<file path="src/rtl/memctl_pkg.sv">
package memctl_pkg;

    localparam int CTL_W  = 3;
    localparam int RDATA_W = 32;

    typedef struct packed {
        logic lowpwr;
        logic mirror;
        logic enable;
    } ctl_t;

    typedef enum logic [1:0] {
        ERS_IDLE = 2'd0,
        ERS_WAIT = 2'd1,
        ERS_DONE = 2'd2
    } err_state_e;

    localparam ctl_t CTL_POR = '{lowpwr: 1'b0, mirror: 1'b1, enable: 1'b1};

    // Select pattern for a region flag, with the boot mirror applied.
    function automatic logic [1:0] cs_pattern(input logic upper, input logic mirror);
        if (upper || mirror) return 2'b10;
        return 2'b01;
    endfunction

endpackage

</file>
<file path="src/rtl/memctl_ctrl_reg.sv">
module memctl_ctrl_reg
    import memctl_pkg::*;
(
    input  logic             clk,
    input  logic             por_rst,
    input  logic             warm_rst,
    input  logic             wr,
    input  logic [CTL_W-1:0] wdata,
    input  logic             idle,
    output ctl_t             ctl
);

    ctl_t ctl_q;
    logic hold_dis_q;
    logic hold_lp_q;

    always_ff @(posedge clk) begin
        if (por_rst) begin
            ctl_q      <= CTL_POR;
            hold_dis_q <= 1'b0;
            hold_lp_q  <= 1'b0;
        end else if (warm_rst) begin
            ctl_q.enable <= 1'b1;
            ctl_q.lowpwr <= 1'b0;
            hold_dis_q   <= 1'b0;
            hold_lp_q    <= 1'b0;
        end else if (wr) begin
            ctl_q.mirror <= wdata[1];
            if (wdata[0]) begin
                ctl_q.enable <= 1'b1;
                hold_dis_q   <= 1'b0;
            end else if (idle) begin
                ctl_q.enable <= 1'b0;
                hold_dis_q   <= 1'b0;
            end else begin
                hold_dis_q   <= 1'b1;
            end
            if (!wdata[2]) begin
                ctl_q.lowpwr <= 1'b0;
                hold_lp_q    <= 1'b0;
            end else if (idle) begin
                ctl_q.lowpwr <= 1'b1;
                hold_lp_q    <= 1'b0;
            end else begin
                hold_lp_q    <= 1'b1;
            end
        end else if (idle) begin
            if (hold_dis_q) begin
                ctl_q.enable <= 1'b0;
                hold_dis_q   <= 1'b0;
            end
            if (hold_lp_q) begin
                ctl_q.lowpwr <= 1'b1;
                hold_lp_q    <= 1'b0;
            end
        end
    end

    assign ctl = ctl_q;

endmodule

</file>
<file path="src/rtl/memctl_cs_decode.sv">
module memctl_cs_decode
    import memctl_pkg::*;
#(
    parameter int              ADDR_W   = 16,
    parameter logic [ADDR_W-1:0] CS1_BASE = 16'h8000
) (
    input  logic              valid,
    input  logic [ADDR_W-1:0] addr,
    input  logic              mirror,
    input  logic              grant_ok,
    output logic [1:0]        cs
);

    logic upper;

    always_comb begin
        upper = (addr >= CS1_BASE);
        cs    = (valid && grant_ok) ? cs_pattern(upper, mirror) : 2'b00;
    end

endmodule

</file>
<file path="src/rtl/memctl_err_resp.sv">
module memctl_err_resp
    import memctl_pkg::*;
(
    input  logic clk,
    input  logic rst,
    input  logic reject,
    output logic busy,
    output logic err,
    output logic done
);

    err_state_e st_q;

    always_ff @(posedge clk) begin
        if (rst) begin
            st_q <= ERS_IDLE;
        end else begin
            unique case (st_q)
                ERS_IDLE: if (reject) st_q <= ERS_WAIT;
                ERS_WAIT: st_q <= ERS_DONE;
                ERS_DONE: st_q <= ERS_IDLE;
                default:  st_q <= ERS_IDLE;
            endcase
        end
    end

    assign busy = (st_q != ERS_IDLE);
    assign err  = busy;
    assign done = (st_q == ERS_DONE);

endmodule

</file>
<file path="src/rtl/memctl_gate.sv">
module memctl_gate
    import memctl_pkg::*;
#(
    parameter int                ADDR_W   = 16,
    parameter logic [ADDR_W-1:0] CS1_BASE = 16'h8000
) (
    input  logic                clk,
    input  logic                por_rst,
    input  logic                warm_rst,
    input  logic                reg_wr,
    input  logic [CTL_W-1:0]    reg_wdata,
    output logic [RDATA_W-1:0]  reg_rdata,
    input  logic                ctl_idle,
    input  logic                acc_valid,
    input  logic [ADDR_W-1:0]   acc_addr,
    output logic                acc_ready,
    output logic                acc_error,
    output logic [1:0]          cs_o,
    output logic                refresh_en
);

    ctl_t ctl;
    logic allowed;
    logic err_busy;
    logic err_done;
    logic grant_ok;
    logic reject;

    memctl_ctrl_reg u_reg (
        .clk      (clk),
        .por_rst  (por_rst),
        .warm_rst (warm_rst),
        .wr       (reg_wr),
        .wdata    (reg_wdata),
        .idle     (ctl_idle),
        .ctl      (ctl)
    );

    assign allowed  = ctl.enable && !ctl.lowpwr;
    assign grant_ok = allowed && !err_busy;
    assign reject   = acc_valid && !allowed && !err_busy;

    memctl_cs_decode #(
        .ADDR_W   (ADDR_W),
        .CS1_BASE (CS1_BASE)
    ) u_dec (
        .valid    (acc_valid),
        .addr     (acc_addr),
        .mirror   (ctl.mirror),
        .grant_ok (grant_ok),
        .cs       (cs_o)
    );

    memctl_err_resp u_err (
        .clk    (clk),
        .rst    (por_rst || warm_rst),
        .reject (reject),
        .busy   (err_busy),
        .err    (acc_error),
        .done   (err_done)
    );

    assign acc_ready  = (|cs_o) || err_done;
    assign refresh_en = ctl.enable;
    assign reg_rdata  = {{(RDATA_W-CTL_W){1'b0}}, ctl};

endmodule

</file>
<file path="config.mk">
export PLATFORM = sky130hd
export DESIGN_NAME = memctl_gate
export DESIGN_NICKNAME = d
export VERILOG_FILES = /design/src/rtl/memctl_pkg.sv /design/src/rtl/memctl_ctrl_reg.sv /design/src/rtl/memctl_cs_decode.sv /design/src/rtl/memctl_err_resp.sv /design/src/rtl/memctl_gate.sv
export SDC_FILE = /design/constraint.sdc
export NUM_CORES = 1
export LEC_CHECK = 0
export ABC_CLOCK_PERIOD_IN_PS = 1900
export CORE_ASPECT_RATIO = 0.9
export CORE_UTILIZATION = 29
export CTS_CLUSTER_SIZE = 20
export DETAILED_ROUTE_END_ITERATION = 7
export HOLD_SLACK_MARGIN = 0.1
export MAX_ROUTING_LAYER = met4
export PLACE_DENSITY = 0.8
export SLEW_MARGIN = 5
export SYNTH_ARGS = -nofsm -noshare
export SYNTH_HDL_FRONTEND = slang
export SYNTH_SLANG_ARGS = --single-unit
</file>
<file path="constraint.sdc">
create_clock -name clk -period 1.9 [get_ports clk]
set_clock_uncertainty 0.1 [all_clocks]
set_input_delay 0.38 -clock clk [delete_from_list [all_inputs] [get_ports clk]]
set_output_delay 0.38 -clock clk [all_outputs]
set_load 0.02 [all_outputs]
</file>
==> metrics.txt <==
status completed; post-synthesis sequential area ratio 0.248; total vias in the final route 387; wire per inst 8.77 µm; P_int 269 µW; hpwl dp 779 µm; hold path start u_err.st_q[0]; Fmax achieved 0.547 GHz; die area 2130 µm²; antenna fix cells 0; # rows 14; clk buf depth 2; Sw Share 0.339; Die X 48.6 µm; htree depth 1; synth unique cells 22; CP cell instances or3b_4 -> nor4_4 -> buf_4; Mean Syn Cell Area 8.70 µm²; #FFs+latches synth 7; slowest stage cell, crit path or3b_4; hold depth 1; R2R setup slack 720 ps; Syn-to-layout area delta 16.2%; vias in the first global route 332; Pleak 0.000309 µW; DRT iter0 DRCs 7; Setup crit end kind primary output; die height 43.9 µm; Finish-stage setup viols 0; DR pass1 iterations 4; max cap viols 0; RSZ-0062 raised after global routing no; Root Driver clkbuf_4; IO Port Bufs 17; CTS tree yes; Final Hold Fails 0; final worst path period share 0.962; CTS Buf Count 3; asr flop ratio synth 0; share of layout cells above drive strength 1 0.171; Top Family by Delay on Critical Path simple AND/OR/NAND/NOR gates; reg2reg end u_err.st_q[0]; RePlAce Congestion 0.612; GRT overflow 0; via/cell ratio 3.65; worst r2r path cells 2; Fin Setup TNS 0 ps; final slew viol count 0; worst r2r src u_err.st_q[0]; Clock Power Share 0.320; critical path class reg2out; Buf/Inv on CP 1; synth warn 0; filler instances 191; slowest stage delay, CP 440 ps; maximum VDD drop 0.254 mV; P_sw 138 µW; min-delay worst type reg2reg; starting density of the core 0.323; WL final 930 µm; Mapped Area 566 µm²; largest net degree at the start of global routing 10; worst path arrival time 1350 ps; Tmin final 1830 ps; critical path startpoint category flop; clk sinks 7; power share of the sequential group 0.382; Post-synth EDFFs 0; worst skew pair latency 240 ps; core area 1750 µm²; initial antenna violation count 0; Comb power frac 0.298; WP data required 1420 ps; Hold Slack 405 ps; Layout Nets 108; num ports 62; Cells after Synth 65; commonest register cell after synthesis dfxtp_1; clk slew on worst S/H paths 50 ps; ANT nets after route 0; CP max FO 4; first-pass GRT wire length 1.54 mm; total track usage 0.106; WHS Endpoint u_err.st_q[1]; DRC errors left 0; Pwr Density 618 nW/µm²; Post-CTS Setup Bufs 0
[cell type report]
| type | instances | area [µm²] | area share |
|---|---|---|---|
| Tap cell | 24 | 30.0 | 0.0457 |
| Clock buffer | 4 | 26.3 | 0.0400 |
| Inverter | 3 | 11.3 | 0.0171 |
| Timing Repair Buffer | 18 | 165 | 0.251 |
| Multi-Input combinational cell | 50 | 284 | 0.432 |
| Sequential cell | 7 | 140 | 0.213 |
[stage by stage]
step / util / cell area [µm²] / setup slack (ps) / instances / power, µW
floorplan: - / 671 / 139 / 93 / 289
global placement: 0.359 / 629 / -640 / 102 / 276
detailed placement: 0.359 / 629 / -735 / 102 / 279
CTS: 0.375 / 657 / 61.5 / 106 / 413
global route: 0.375 / 657 / 7.60 / 106 / 430
finish: 0.375 / 657 / 72.8 / 106 / 406
[flip-flops by register name, summed over array words and instances, names as in the netlist]
| register | count |
|---|---|
| u_err.st_q | 2 |
| u_reg.ctl | 3 |
| u_reg.hold_dis_q | 1 |
| u_reg.hold_lp_q | 1 |
[Yosys cell counts, drive strengths merged, types with 2 or more instances]
library cell,instances,area (µm²)
nor3,2,10.0
o21ai,2,10.0
or2,2,12.5
nor2,2,7.51
buf,33,249
nand2b,2,12.5
nor3b,2,15.0
inv,3,11.3
dfxtp,7,140
[worst reg2reg max path, cell delays in order, from the launching register on]
cell,delay [ps]
dfxtp_1,320
or3b_4,440
nor3b_1,230
[timing repair]
item	CTS	global route
resized for setup	20	0
setup endpoints to repair	4	0
hold buffers	0	0
[cell usage in the layout, fill, tap and decap left out]
master and count:
nand2b_1 2, and3b_2 1, a221oi_1 1, dfxtp_1 7
or3b_4 1, buf_4 3, clkbuf_1 1, a211o_1 1
o21ai_0 2, nor3b_1 2, inv_1 3, mux2i_1 1
a221o_2 1, o22ai_1 1, or2_2 1, dlygate4sd2_1 2
conb_1 29, clkbuf_4 3, buf_2 1, nor4_4 1
or2_1 1, nor2_1 2, nor3_2 1, clkdlybuf4s50_1 12
nor3_1 1, a2111oi_2 1
[worst max path at each step]
stage                        startpoint  endpoint  slack (ps)  cells past startpoint
final                     u_err.st_q[0]   cs_o[0]          70                      3
after global placement        acc_valid   cs_o[0]        -640                      4
after global routing      u_err.st_q[0]   cs_o[0]           8                      3
after detailed placement      acc_valid   cs_o[0]        -740                      4
after floorplan               acc_valid   cs_o[1]         140                      2
after CTS                 u_err.st_q[0]   cs_o[0]          60                      3
[power groups by stage]
stage | logic [µW] | registers (µW) | clock network [µW]
after floorplan | 131 | 158 | 0
after global placement | 119 | 157 | 0
after detailed placement | 121 | 157 | 0
after CTS | 120 | 155 | 138
after global routing | 130 | 155 | 144
final | 121 | 155 | 130
[logic make-up after synthesis]
kind of cell | synth area share
muxes | 0.0177
other | 0.00663
AOI/OAI and AO/OA | 0.106
and+or+nand+nor | 0.162
DFF | 0.248
buffers and inverters | 0.460
[layer usage]
layer  vias to the layer above  wire length, µm  GRT usage
li1                        188                -          -
met1                       173              343     0.0964
met2                        24              496      0.183
met3                         2               82     0.0561
met4                         0                8     0.0529
met5                         -                0          -
No activity file was read; power rests on OpenSTA's default activity.
